**src/rtl/intrarow_pkg.sv**
```systemverilog
package intrarow_pkg;
  // Strobes from control to datapath
  typedef struct packed {
    logic load;     // latch parameters and tables, reset ring phase
    logic seedOne;  // present U=1 to the multiplier (column 0)
    logic live;     // sequence values entering post-processing are real
  } ctrlStrobes_t;
endpackage

```
**src/rtl/intrarow_mont_stage.sv**
```systemverilog
module intrarow_mont_stage #(
  parameter int W  = 9,
  parameter int XW = 8,
  parameter int SW = W + 3
) (
  input  logic          clk,
  input  logic          rstN,
  input  logic [W-1:0]  aIn,
  input  logic [XW-1:0] bIn,
  input  logic [SW-1:0] sIn,
  input  logic [W-1:0]  modP,
  input  logic [1:0]    negInv,
  output logic [W-1:0]  aOut,
  output logic [XW-1:0] bOut,
  output logic [SW-1:0] sOut
);
  logic [SW-1:0] partial;
  logic [3:0]    qProd;
  logic [SW-1:0] corrected;

  // add digit*a, then the multiple of p that clears the two low bits
  always_comb begin
    partial   = sIn + SW'(aIn) * SW'(bIn[1:0]);
    qProd     = {2'b00, partial[1:0]} * {2'b00, negInv};
    corrected = partial + SW'(modP) * SW'(qProd[1:0]);
  end

  always_ff @(posedge clk) begin
    if (!rstN) begin
      aOut <= '0;
      bOut <= '0;
      sOut <= '0;
    end else begin
      aOut <= aIn;
      bOut <= bIn >> 2;
      sOut <= corrected >> 2;
    end
  end
endmodule

```
**src/rtl/intrarow_ctrl.sv**
```systemverilog
module intrarow_ctrl
  import intrarow_pkg::*;
#(
  parameter int RW = 5
) (
  input  logic          clk,
  input  logic          rstN,
  input  logic          start,
  input  logic [RW-1:0] rowCount,
  output ctrlStrobes_t  strobes
);
  logic          running;
  logic [RW-1:0] seedLeft;

  always_ff @(posedge clk) begin
    if (!rstN) begin
      running  <= 1'b0;
      seedLeft <= '0;
    end else if (start) begin
      running  <= 1'b1;
      seedLeft <= rowCount;
    end else if (seedLeft != '0) begin
      seedLeft <= seedLeft - RW'(1);
    end
  end

  always_comb begin
    strobes.load    = start;
    strobes.seedOne = (seedLeft != '0);
    strobes.live    = running & ~start;
  end
endmodule

```
**src/rtl/intrarow_dp.sv**
```systemverilog
module intrarow_dp
  import intrarow_pkg::*;
#(
  parameter int ROWS_MAX = 20,
  parameter int W        = 9,
  parameter int XW       = 8,
  parameter int RW       = 5,
  parameter int CW       = 9,
  parameter int POSW     = RW + CW + 1
) (
  input  logic                   clk,
  input  logic                   rstN,
  input  ctrlStrobes_t           strobes,
  input  logic [W-1:0]           primeP,
  input  logic [CW-1:0]          colCount,
  input  logic [RW-1:0]          rowCount,
  input  logic [ROWS_MAX*XW-1:0] xTable,
  input  logic [ROWS_MAX*RW-1:0] rowTable,
  output logic [POSW-1:0]        outPos,
  output logic                   outValid
);
  localparam int DIGITS = XW / 2;
  localparam int STAGES = DIGITS + 1;
  localparam int DLY    = ROWS_MAX - STAGES;
  localparam int DLYIW  = (DLY > 1) ? $clog2(DLY) : 1;
  localparam int SW     = W + 3;

  typedef struct packed {
    logic [XW-1:0] x;
    logic [RW-1:0] t;
  } ringEntry_t;

  // latched parameters
  logic [W-1:0]  cfgP;
  logic [CW-1:0] cfgC;
  logic [RW-1:0] cfgRows;
  logic [1:0]    cfgNegInv;

  always_ff @(posedge clk) begin
    if (!rstN) begin
      cfgP      <= W'(1);
      cfgC      <= '0;
      cfgRows   <= RW'(ROWS_MAX);
      cfgNegInv <= 2'd3;
    end else if (strobes.load) begin
      cfgP      <= primeP;
      cfgC      <= colCount;
      cfgRows   <= rowCount;
      cfgNegInv <= primeP[1] ? 2'd1 : 2'd3;  // -p^-1 mod 4
    end
  end

  // rotating ring of per-slot constants; wraps at slot R-1
  ringEntry_t ring [ROWS_MAX];

  for (genvar k = 0; k < ROWS_MAX; k++) begin : g_ring
    if (k == ROWS_MAX - 1) begin : g_last
      always_ff @(posedge clk) begin
        if (!rstN)             ring[k] <= '0;
        else if (strobes.load) ring[k] <= {xTable[k*XW +: XW], rowTable[k*RW +: RW]};
        else                   ring[k] <= ring[0];
      end
    end else begin : g_mid
      always_ff @(posedge clk) begin
        if (!rstN)                        ring[k] <= '0;
        else if (strobes.load)            ring[k] <= {xTable[k*XW +: XW], rowTable[k*RW +: RW]};
        else if (cfgRows == RW'(k + 1))   ring[k] <= ring[0];
        else                              ring[k] <= ring[k+1];
      end
    end
  end

  // Montgomery digit pipeline
  logic [W-1:0]  aChain [DIGITS+1];
  logic [XW-1:0] bChain [DIGITS+1];
  logic [SW-1:0] sChain [DIGITS+1];
  logic [W-1:0]  headU;
  logic [W-1:0]  fbU;
  logic [W-1:0]  redU;

  assign headU     = strobes.seedOne ? W'(1) : fbU;
  assign aChain[0] = headU;
  assign bChain[0] = ring[0].x;
  assign sChain[0] = '0;

  for (genvar d = 0; d < DIGITS; d++) begin : g_digit
    intrarow_mont_stage #(.W(W), .XW(XW), .SW(SW)) u_stage (
      .clk    (clk),
      .rstN   (rstN),
      .aIn    (aChain[d]),
      .bIn    (bChain[d]),
      .sIn    (sChain[d]),
      .modP   (cfgP),
      .negInv (cfgNegInv),
      .aOut   (aChain[d+1]),
      .bOut   (bChain[d+1]),
      .sOut   (sChain[d+1])
    );
  end

  // fifth stage: one conditional subtraction
  always_ff @(posedge clk) begin
    if (!rstN)                              redU <= '0;
    else if (sChain[DIGITS] >= SW'(cfgP))   redU <= W'(sChain[DIGITS] - SW'(cfgP));
    else                                    redU <= sChain[DIGITS][W-1:0];
  end

  // feedback delay line, tapped so the loop length equals R
  logic [W-1:0]  dly [DLY];
  logic [RW-1:0] tapIdx;

  always_ff @(posedge clk) begin
    if (!rstN) begin
      for (int i = 0; i < DLY; i++) dly[i] <= '0;
    end else begin
      dly[0] <= redU;
      for (int i = 1; i < DLY; i++) dly[i] <= dly[i-1];
    end
  end

  assign tapIdx = cfgRows - RW'(STAGES + 1);

  always_comb begin
    if (cfgRows == RW'(STAGES))     fbU = redU;
    else if (int'(tapIdx) < DLY)    fbU = dly[tapIdx[DLYIW-1:0]];
    else                            fbU = '0;
  end

  // post-processing: row/column, then position
  logic [RW-1:0] p1Row;
  logic [W-1:0]  p1Col;
  logic          p1Valid;

  always_ff @(posedge clk) begin
    if (!rstN) begin
      p1Row    <= '0;
      p1Col    <= '0;
      p1Valid  <= 1'b0;
      outPos   <= '0;
      outValid <= 1'b0;
    end else begin
      p1Row    <= ring[0].t;
      p1Col    <= headU;
      p1Valid  <= strobes.live;
      outPos   <= POSW'(p1Row) * POSW'(cfgC) + POSW'(p1Col);
      outValid <= p1Valid & ~strobes.load;
    end
  end
endmodule

```
**src/rtl/intrarow_seq_gen.sv**
```systemverilog
module intrarow_seq_gen
  import intrarow_pkg::*;
#(
  parameter int ROWS_MAX = 20,
  parameter int W        = 9,
  parameter int XW       = 8,
  parameter int RW       = 5,
  parameter int CW       = 9,
  parameter int POSW     = RW + CW + 1
) (
  input  logic                   clk,
  input  logic                   rstN,
  input  logic                   start,
  input  logic [W-1:0]           primeP,
  input  logic [CW-1:0]          colCount,
  input  logic [RW-1:0]          rowCount,
  input  logic [ROWS_MAX*XW-1:0] xTable,
  input  logic [ROWS_MAX*RW-1:0] rowTable,
  output logic [POSW-1:0]        outPos,
  output logic                   outValid
);
  ctrlStrobes_t strobes;

  intrarow_ctrl #(.RW(RW)) u_ctrl (
    .clk      (clk),
    .rstN     (rstN),
    .start    (start),
    .rowCount (rowCount),
    .strobes  (strobes)
  );

  intrarow_dp #(
    .ROWS_MAX (ROWS_MAX), .W(W), .XW(XW), .RW(RW), .CW(CW), .POSW(POSW)
  ) u_dp (
    .clk      (clk),
    .rstN     (rstN),
    .strobes  (strobes),
    .primeP   (primeP),
    .colCount (colCount),
    .rowCount (rowCount),
    .xTable   (xTable),
    .rowTable (rowTable),
    .outPos   (outPos),
    .outValid (outValid)
  );
endmodule

```
**config.mk**
```make
export PLATFORM = sky130hd
export DESIGN_NAME = intrarow_seq_gen
export DESIGN_NICKNAME = d
export VERILOG_FILES = /design/src/rtl/intrarow_pkg.sv /design/src/rtl/intrarow_mont_stage.sv /design/src/rtl/intrarow_ctrl.sv /design/src/rtl/intrarow_dp.sv /design/src/rtl/intrarow_seq_gen.sv
export SDC_FILE = /design/constraint.sdc
export NUM_CORES = 1
export LEC_CHECK = 0
export BUFFER_PORTS_ARGS = -buffer_cell sky130_fd_sc_hd__buf_4
export CORE_MARGIN = 4
export CORE_UTILIZATION = 40
export CTS_CLUSTER_DIAMETER = 120
export DETAILED_ROUTE_END_ITERATION = 12
export PLACE_DENSITY = 0.69
export SLEW_MARGIN = 25
export SYNTH_ARGS = -nofsm -noshare
export SYNTH_HDL_FRONTEND = slang
export SYNTH_HIERARCHICAL = 1
export SYNTH_SLANG_ARGS = --single-unit
```
**constraint.sdc**
```tcl
create_clock -name clk -period 16.2 [get_ports clk]
set_clock_uncertainty 0.05 [all_clocks]
set_input_delay 3.24 -clock clk [delete_from_list [all_inputs] [get_ports clk]]
set_output_delay 3.24 -clock clk [all_outputs]
set_load 0.01 [all_outputs]
```
==> results of run 1 <==
-- metal layers --
metal	part of all wire (%)	GRT usage, %	routed length, um
met1	42	27.2	34700
met2	47	34.0	39200
met4	3.2	7.35	2680
met5	0.063	0	52
met3	7.8	4.60	6460
-- worst max-delay path: stages, from the launching register on --
cell and delay [ps]:
dfxtp_1 430, ha_1 280, xnor2_1 630, buf_4 320, nand3_1 130, nand3b_1 370
o22ai_1 160, a21oi_1 200, nor2_1 90, and2_1 210, fa_1 450, ha_1 320
nand2_1 90, xor2_1 510, and2_1 240, fa_1 430, and3_1 180, fa_1 460
a21oi_1 320, o221ai_2 200, o221ai_2 220, xor2_2 160, xnor2_1 70, and2_1 140
-- report_power, final --
| part | internal [W] | switching [W] | total (W) |
|---|---|---|---|
| combinational | 0.000248 | 0.000342 | 0.000590 |
| sequential | 0.00155 | 0.0000598 | 0.00161 |
| clock | 0.000844 | 0.000579 | 0.00142 |
| total | 0.00264 | 0.000981 | 0.00362 |
-- registers in the layout, indices dropped and copies added (netlist names), 9 cells and up --
| register | flops |
|---|---|
| u_dp/redU | 9 |
| u_dp/cfgC | 9 |
| u_dp/outPos | 15 |
| u_dp/dly | 135 |
| u_dp/cfgP | 9 |
| u_dp/ring | 260 |
| u_dp/g_digit.u_stage/sOut | 40 |
| u_dp/g_digit.u_stage/aOut | 27 |
| u_dp/p1Col | 9 |
| u_dp/g_digit.u_stage/bOut | 12 |
-- placed cells by master, fill, tap and decap left out, types with 60 or more instances in the layout --
cell	count
nand2_1	308
dfxtp_1	282
nor2_1	205
clkbuf_16	60
ha_1	125
conb_1	279
buf_4	328
and2_1	284
fa_1	103
o21ai_0	148
edfxtp_1	260
inv_1	236
a21oi_1	401
-- metrics by stage --
step,total power (W),util (%)
4_1_cts,0.00364,48.7
3_5_place_dp,0.00222,45.8
2_1_floorplan,0.00202,-
5_1_grt,0.00379,48.7
3_3_place_gp,0.00221,45.8
6_report,0.00362,48.8
-- cell type report --
type / count / area (um^2)
multi-input combinational: 2317 / 15400
clock inverter: 38 / 487
sequential: 544 / 13500
clock buffer: 71 / 1580
timing repair buffer: 330 / 2490
tap: 959 / 1200
antenna: 18 / 45.0
inverter: 237 / 890
fill: 6691 / 37400
-- how the worst min path moves through the flow --
stage,startpoint,slack [ps],endpoint,cells after the start
final,u_dp/g_digit[0].u_stage/bOut[5],390,u_dp/g_digit[1].u_stage/bOut[3],1
after global routing,u_dp/g_digit[0].u_stage/bOut[5],410,u_dp/g_digit[1].u_stage/bOut[3],1
after CTS,u_dp/g_digit[0].u_stage/bOut[5],390,u_dp/g_digit[1].u_stage/bOut[3],1
after detailed placement,u_dp/g_digit[0].u_stage/bOut[5],380,u_dp/g_digit[1].u_stage/bOut[3],1
after global placement,u_dp/g_digit[0].u_stage/bOut[4],370,u_dp/g_digit[1].u_stage/bOut[2],1
after floorplan,u_dp/g_digit[0].u_stage/bOut[3],360,u_dp/g_digit[1].u_stage/bOut[1],1
==> results.yml, run 1 <==
sta:
  worstMarginPinSlew_ps: 1080
  rsz0062_at_grt: "no"
  hold_slack_ps: 386
  fin_ws_ps: 9370
  final_max_slew_viol_count: 0
  fmax_mhz: 147
  final_hold_viol_count: 0
  setup_tns_ps: 0
  finalCritPeriodShare_pct: 42.1
  slew_headroom_pct: 27.9
  setup_violations: 0
  fin_crit_ps: 6830
die:
  die_y_um: 279
  die_area_mm2: 0.0781
  die_x_um: 279
  rows: 99
  io_pins: 302
  start_util_pct: 40.4
  core_mm2: 0.0730
final_layout:
  instances_no_fill: 4514
  drive_gt1_share_pct: 14.5
  syn_to_final_growth_pct: 20.8
  layout.cell_area.non_filler_mm2: 0.0356
  layout.nets: 4002
setup_path:
  required_ps: 16630
  crit_path_end: "u_dp/g_digit[0].u_stage/sOut[9]"
  crit_fanout: 10
  startpoint: "u_dp/cfgRows[2]"
  end_kind: "register"
  rr_worst_depth: 23
  arrival_ps: 7250
  rrSetupSlack_ps: 9370
  reg2reg_to: "u_dp/g_digit[0].u_stage/sOut[9]"
  crit_type: "register to register"
  r2r-start: "u_dp/cfgRows[2]"
  start_kind: "register"
power:
  peakVddDrop_mv: 0.0806
  p_per_area_mw_per_mm2: 102
  p_leak_nw: 15.8
clock_tree:
  clk_pin_slew_ps: 60
  cts_setup_buffers: 0
  cts_buffers: 58
  cts_buffer_depth: 3
  clk_latency_ps: 640
  htree_levels: 2
  cts_hold_buf: 0
  cts_tree: "done"
  cts_root_buf: "clkbuf_16"
  cts_resized: 0
  cts_sinks: 544
job:
  drv_cap: 0
grt:
  grt_remaining_overflow: 0
  grt_max_degree: 121
  grt_use_total_pct: 20.7
  antenna_found_initial: 21
  grt_pass1_wl_um: 126000
  grt_pass1_vias: 22004
placed_design:
  placed_area_mm2: 0.0334
  gp_congestion: 0.860
  pre_cts_ws_ps: 9390
  hpwlAfterDp_um: 61300
  io_buffers: 301
  dp_cells: 4386
drt:
  routedWlPerCell_um: 18.4
  vias: 22585
  wl_um: 83100
  drtPass1Iterations: 6
  drc: 0
  ant_nets: 0
  drtIter0Drc: 1788
  via_per_inst: 5.00
synth:
  syn-cell-area_mm2: 0.0295
  yosys_warnings: 6
  synth_cells: 2999
  syn_area_per_cell_um2: 9.82
status:
  outcome: "completed"
hold_path:
  hold_path.class: "register to register"
(Power assumes the default switching activity.)
==> inputs of run 2 (changes only) <==
- clock period: 16.2 -> 6.8 ns (I/O delays scaled with it)
==> run 2 against run 1 <==
Final area increased by 0.11%. Maximum frequency increased by 9.3%. Non-clock buffer count increased by 6. Clock power increased by 130%. Critical endpoint unchanged. Highest routed layer unchanged.
==> results.yml, run 2 (synthesis gave the netlist of run 1 again) <==
final_layout:
  drive_gt1_share_pct: 14.8
  syn_to_final_growth_pct: 20.9
  layout.cell_area.non_filler_mm2: 0.0356
  multi_input_area_mm2: 0.0154
  instances_no_fill: 4514
  top_register: "u_dp/ring"
  final_common_cell: "a21oi_1"
  seq_area_mm2: 0.0135
  n_fill_cell: 6751
  layout.nets: 4009
  reg.largest.list: "u_dp/ring: 260 flops, u_dp/dly: 135 flops, u_dp/g_digit.u_stage/sOut: 40 flops"
  final_cell_mix: "a21oi_1 (401), buf_4 (331), nand2_1 (308)"
  largest_reg_flops: 260
power:
  peakVddDrop_mv: 0.207
  p_leak_nw: 15.8
  p_per_area_mw_per_mm2: 240
setup_path:
  required_ps: 7230
  arrival_ps: 6680
  crit_top_cell: "fa_1"
  cpPeakStageDelay_ps: 550
  reg2reg_to: "u_dp/g_digit[0].u_stage/sOut[9]"
  crit_buf_inv: 2
  crit_type: "register to register"
  rr_worst_depth: 25
  crit_fanout: 10
  start_kind: "register"
  critical-path-slowest-cell: "fa_1"
  end_kind: "register"
  rrSetupSlack_ps: 560
  critPathTopFamily: "adder cells"
  r2r-start: "u_dp/cfgRows[2]"
placed_design:
  dp_cells: 4393
  gp_congestion: 0.868
  placed_area_mm2: 0.0335
  io_buffers: 301
  hpwlAfterDp_um: 61600
clock_tree:
  cts_sinks: 544
  cts_buffer_depth: 3
  htree_levels: 2
  clk_pin_slew_ps: 60
  cts_hold_buf: 0
  cts_buffers: 59
  cts_setup_buffers: 0
  cts_root_buf: "clkbuf_16"
  cts_tree: "done"
  cts_resized: 0
  clk_latency_ps: 670
grt:
  grt_pass1_vias: 22034
  grt_use_total_pct: 20.8
  grt_max_degree: 179
  grt_pass1_wl_um: 126000
  antenna_found_initial: 15
  grt_remaining_overflow: 0
die:
  die_x_um: 279
  die_area_mm2: 0.0781
  die_y_um: 279
  core_mm2: 0.0730
  rows: 99
  start_util_pct: 40.4
  io_pins: 302
sta:
  worstMarginPinSlew_ps: 1060
  setup_violations: 0
  setup_tns_ps: 0
  fin_crit_ps: 6240
  final_hold_viol_count: 0
  finalCritPeriodShare_pct: 91.8
  final_max_slew_viol_count: 0
  slew_headroom_pct: 28.9
  rsz0062_at_grt: "no"
  fmax_mhz: 160
drt:
  routedWlPerCell_um: 18.5
  vias: 22637
  drtIter0Drc: 2151
  wl_um: 83300
  drc: 0
  drtPass1Iterations: 6
  via_per_inst: 5.01
  ant_nets: 0
hold_path:
  worstHoldStart: "u_dp/dly[5][8]"
  hold_path.class: "register to register"
  holdPathStages: 1
  holdPathEnd: "u_dp/dly[6][8]"
job:
  drv_cap: 0
status:
  outcome: "completed"
[run 2: changes by cell type in the layout (fill, tap and decap cells not counted), moves of 2 or more]
cell        delta
clkinv_4       -3
diode_2        -8
clkbuf_8       +6
clkbuf_16      +2
clkbuf_2       +2
clkinvlp_4     +2
clkinv_1       -4
buf_4          +3
bufinv_16      -7
buf_12         +4
[run 2: layout make-up]
cell class,instances,share of cell area (%)
Clock buffer,81,4.85
Inverter,237,2.50
Multi-Input combinational cell,2317,43.2
Timing Repair Buffer,336,7.23
Clock inverter,30,0.843
Tap cell,959,3.37
Sequential cell,544,37.9
Antenna cell,10,0.0703
[run 2: routing by layer]
layer	share of wire [%]	global-route usage, %
met4	2.5	5.78
met1	42	27.9
met2	47	33.9
met5	0.060	0
met3	8.4	4.88
[run 2: worst register-to-register path: cells and delay by family (launching register included)]
family / cells / cell delay (ps)
compound gates: 6 / 1200
flops: 1 / 400
xor+xnor: 4 / 790
fa+ha+maj: 5 / 2040
buf+inv: 2 / 300
mux: 2 / 490
simple gates: 6 / 860
[run 2: report_power, final]
group / internal [W] / switching, W
combinational: 0.000598 / 0.000826
sequential: 0.00370 / 0.000140
clock: 0.00187 / 0.00140
total: 0.00617 / 0.00237
[run 2: worst max-delay path by stage]
stage / from / to / slack [ps] / cells after the start
final: u_dp/cfgRows[2] / u_dp/g_digit[0].u_stage/sOut[9] / 560 / 25
after global routing: u_dp/cfgRows[2] / u_dp/g_digit[0].u_stage/sOut[9] / 230 / 25
after CTS: u_dp/cfgRows[2] / u_dp/g_digit[0].u_stage/sOut[9] / 240 / 25
after detailed placement: u_dp/cfgRows[2] / u_dp/g_digit[0].u_stage/sOut[9] / 350 / 23
after global placement: u_dp/cfgRows[2] / u_dp/g_digit[0].u_stage/sOut[9] / 540 / 25
after floorplan: u_dp/cfgRows[2] / u_dp/g_digit[0].u_stage/sOut[9] / 1070 / 23
[run 2: per-stage QoR]
step / hold WS, ps / setup slack [ps] / util [%] / power (W)
after floorplan: 356 / 1070 / - / 0.00482
final: 336 / 555 / 48.8 / 0.00854
after detailed placement: 371 / 345 / 46.0 / 0.00530
after global routing: 368 / 229 / 48.8 / 0.00893
after global placement: 364 / 544 / 46.0 / 0.00528
after CTS: 334 / 241 / 48.8 / 0.00859
==> inputs of run 3 (changes only) <==
- CORE_UTILIZATION: 40 -> 25
- PLACE_DENSITY: 0.69 -> 0.51
==> run 3 against run 2 <==
Final cell count up 13%. Clock power up 17%. Routed wire length up 9.5%. Critical path depth unchanged. Clock-buffer cell count up 13. First-iteration DRC count down 34%. Power up 7.0%. Register-to-register slack worse by 60 ps. Critical endpoint unchanged. Largest cell class unchanged.
==> results.yml, run 3 (synthesis gave the netlist of run 1 again) <==
setup_path:
  crit_path_end: "u_dp/g_digit[0].u_stage/sOut[9]"
  crit_fanout: 15
  rr_worst_depth: 25
  arrival_ps: 6760
  r2r-start: "u_dp/cfgRows[2]"
  required_ps: 7250
  reg2reg_to: "u_dp/g_digit[0].u_stage/sOut[9]"
  rrSetupSlack_ps: 490
  end_kind: "register"
  start_kind: "register"
  startpoint: "u_dp/cfgRows[2]"
  crit_type: "register to register"
clock_tree:
  cts_buffer_depth: 3
  clk_pin_slew_ps: 60
  cts_sinks: 544
  cts_buffers: 68
  clk_latency_ps: 610
  cts_setup_buffers: 0
  cts_hold_buf: 0
  cts_resized: 0
  cts_root_buf: "clkbuf_16"
  cts_tree: "done"
  htree_levels: 3
grt:
  grt_remaining_overflow: 0
  grt_pass1_wl_um: 135000
  grt_use_total_pct: 14.6
  grt_max_degree: 110
  grt_pass1_vias: 22143
  antenna_found_initial: 10
die:
  rows: 125
  io_pins: 302
  die_x_um: 351
  start_util_pct: 25.3
  die_y_um: 351
  die_area_mm2: 0.123
  core_mm2: 0.117
sta:
  finalCritPeriodShare_pct: 92.8
  worstMarginPinSlew_ps: 1000
  setup_violations: 0
  final_hold_viol_count: 0
  fin_crit_ps: 6310
  fmax_mhz: 158
  final_max_slew_viol_count: 0
  rsz0062_at_grt: "no"
  slew_headroom_pct: 32.9
  hold_slack_ps: 377
  setup_tns_ps: 0
hold_path:
  hold_path.class: "register to register"
  holdPathStages: 1
drt:
  vias: 22267
  ant_nets: 0
  wl_um: 91200
  drtPass1Iterations: 5
  drc: 0
  via_per_inst: 4.37
  drtIter0Drc: 1414
  routedWlPerCell_um: 17.9
placed_design:
  gp_congestion: 0.839
  io_buffers: 301
  hpwlAfterDp_um: 69100
power:
  p_per_area_mw_per_mm2: 249
  p_leak_nw: 16.0
  peakVddDrop_mv: 0.177
final_layout:
  final_cell_mix: "a21oi_1 (400), buf_4 (336), nand2_1 (308)"
  final_common_cell: "a21oi_1"
  largest_reg_flops: 260
  top_register: "u_dp/ring"
  syn_to_final_growth_pct: 24.6
  reg.largest.list: "u_dp/ring: 260 flops, u_dp/dly: 135 flops, u_dp/g_digit.u_stage/sOut: 40 flops"
  n_fill_cell: 12193
  layout.nets: 4021
  drive_gt1_share_pct: 14.8
status:
  outcome: "completed"
job:
  drv_cap: 0
## run 3: cell count changes in the layout (fill, tap and decap cells not counted), moves of 3 or more
cell / before / now
clkinv_2: 16 / 6
clkinv_1: 0 / 6
bufinv_16: 2 / 8
buf_4: 331 / 336
clkbuf_2: 3 / 0
clkbuf_8: 10 / 6
clkbuf_16: 62 / 73
clkbuf_1: 6 / 14
## run 3: per-stage QoR
step                      std cells  total power (W)  utilization, %  area [um^2]  worst slack [ps]
after detailed placement       4961          0.00535            29.4        34300               548
after global routing           5085          0.00958            31.5        36700               150
after global placement         4961          0.00534            29.4        34300               685
final                          5095          0.00914            31.5        36700               490
after CTS                      5084          0.00926            31.5        36700               545
after floorplan                3272          0.00482               -        30500              1070
## run 3: area by class of cell
class                   count  area, um^2  share of cell area, %
well taps                1524        1910                   5.20
multi-input cells        2317       15400                   42.0
clock buffers              94        1970                   5.37
inverters                 237         890                   2.42
clock inverters            29         420                   1.15
flip-flops and latches    544       13500                   36.8
repair buffers            339        2570                   7.01
diodes                     11        27.5                 0.0750
## run 3: metal layers
layer | vias to the layer above | GRT usage (%) | share of wire (%)
met5 | - | 0 | 0.014
met4 | 2 | 4.99 | 3.5
met3 | 142 | 2.97 | 6.1
met2 | 673 | 23.1 | 45
met1 | 10531 | 19.8 | 46
li1 | 10919 | - | -
## run 3: worst max-delay path: stages (launching register included)
cell and delay [ps]:
dfxtp_1 530, ha_1 270, xnor2_1 70, buf_4 220, nand3_1 140, nand3b_1 370, o22ai_1 350, a21oi_1 120
nor2_1 270, nand2_1 130, fa_1 530, fa_1 410, nand2b_1 180, a21oi_1 270, o21ai_0 120, nand2b_1 90
xnor2_1 90, fa_1 540, inv_1 40, ha_1 340, and3_1 190, a2111o_1 400, o221ai_2 90, xor2_2 160
xnor2_1 70, and2_1 150
## run 3: worst min path at each step
stage,startpoint,to,slack [ps]
2_1_floorplan,u_dp/g_digit[0].u_stage/bOut[3],u_dp/g_digit[1].u_stage/bOut[1],360
3_3_place_gp,u_dp/g_digit[1].u_stage/bOut[3],u_dp/g_digit[2].u_stage/bOut[1],360
3_5_place_dp,u_dp/g_digit[1].u_stage/bOut[3],u_dp/g_digit[2].u_stage/bOut[1],370
4_1_cts,u_dp/dly[9][7],u_dp/dly[10][7],380
5_1_grt,u_dp/g_digit[1].u_stage/bOut[3],u_dp/g_digit[2].u_stage/bOut[1],390
6_report,u_dp/g_digit[1].u_stage/bOut[3],u_dp/g_digit[2].u_stage/bOut[1],380
## run 3: power breakdown
part | leakage (nW) | internal (W) | total [W] | switching (W)
logic | 9.82 | 0.000599 | 0.00144 | 0.000838
clock network | 1.16 | 0.00235 | 0.00385 | 0.00149
registers | 4.97 | 0.00370 | 0.00385 | 0.000152
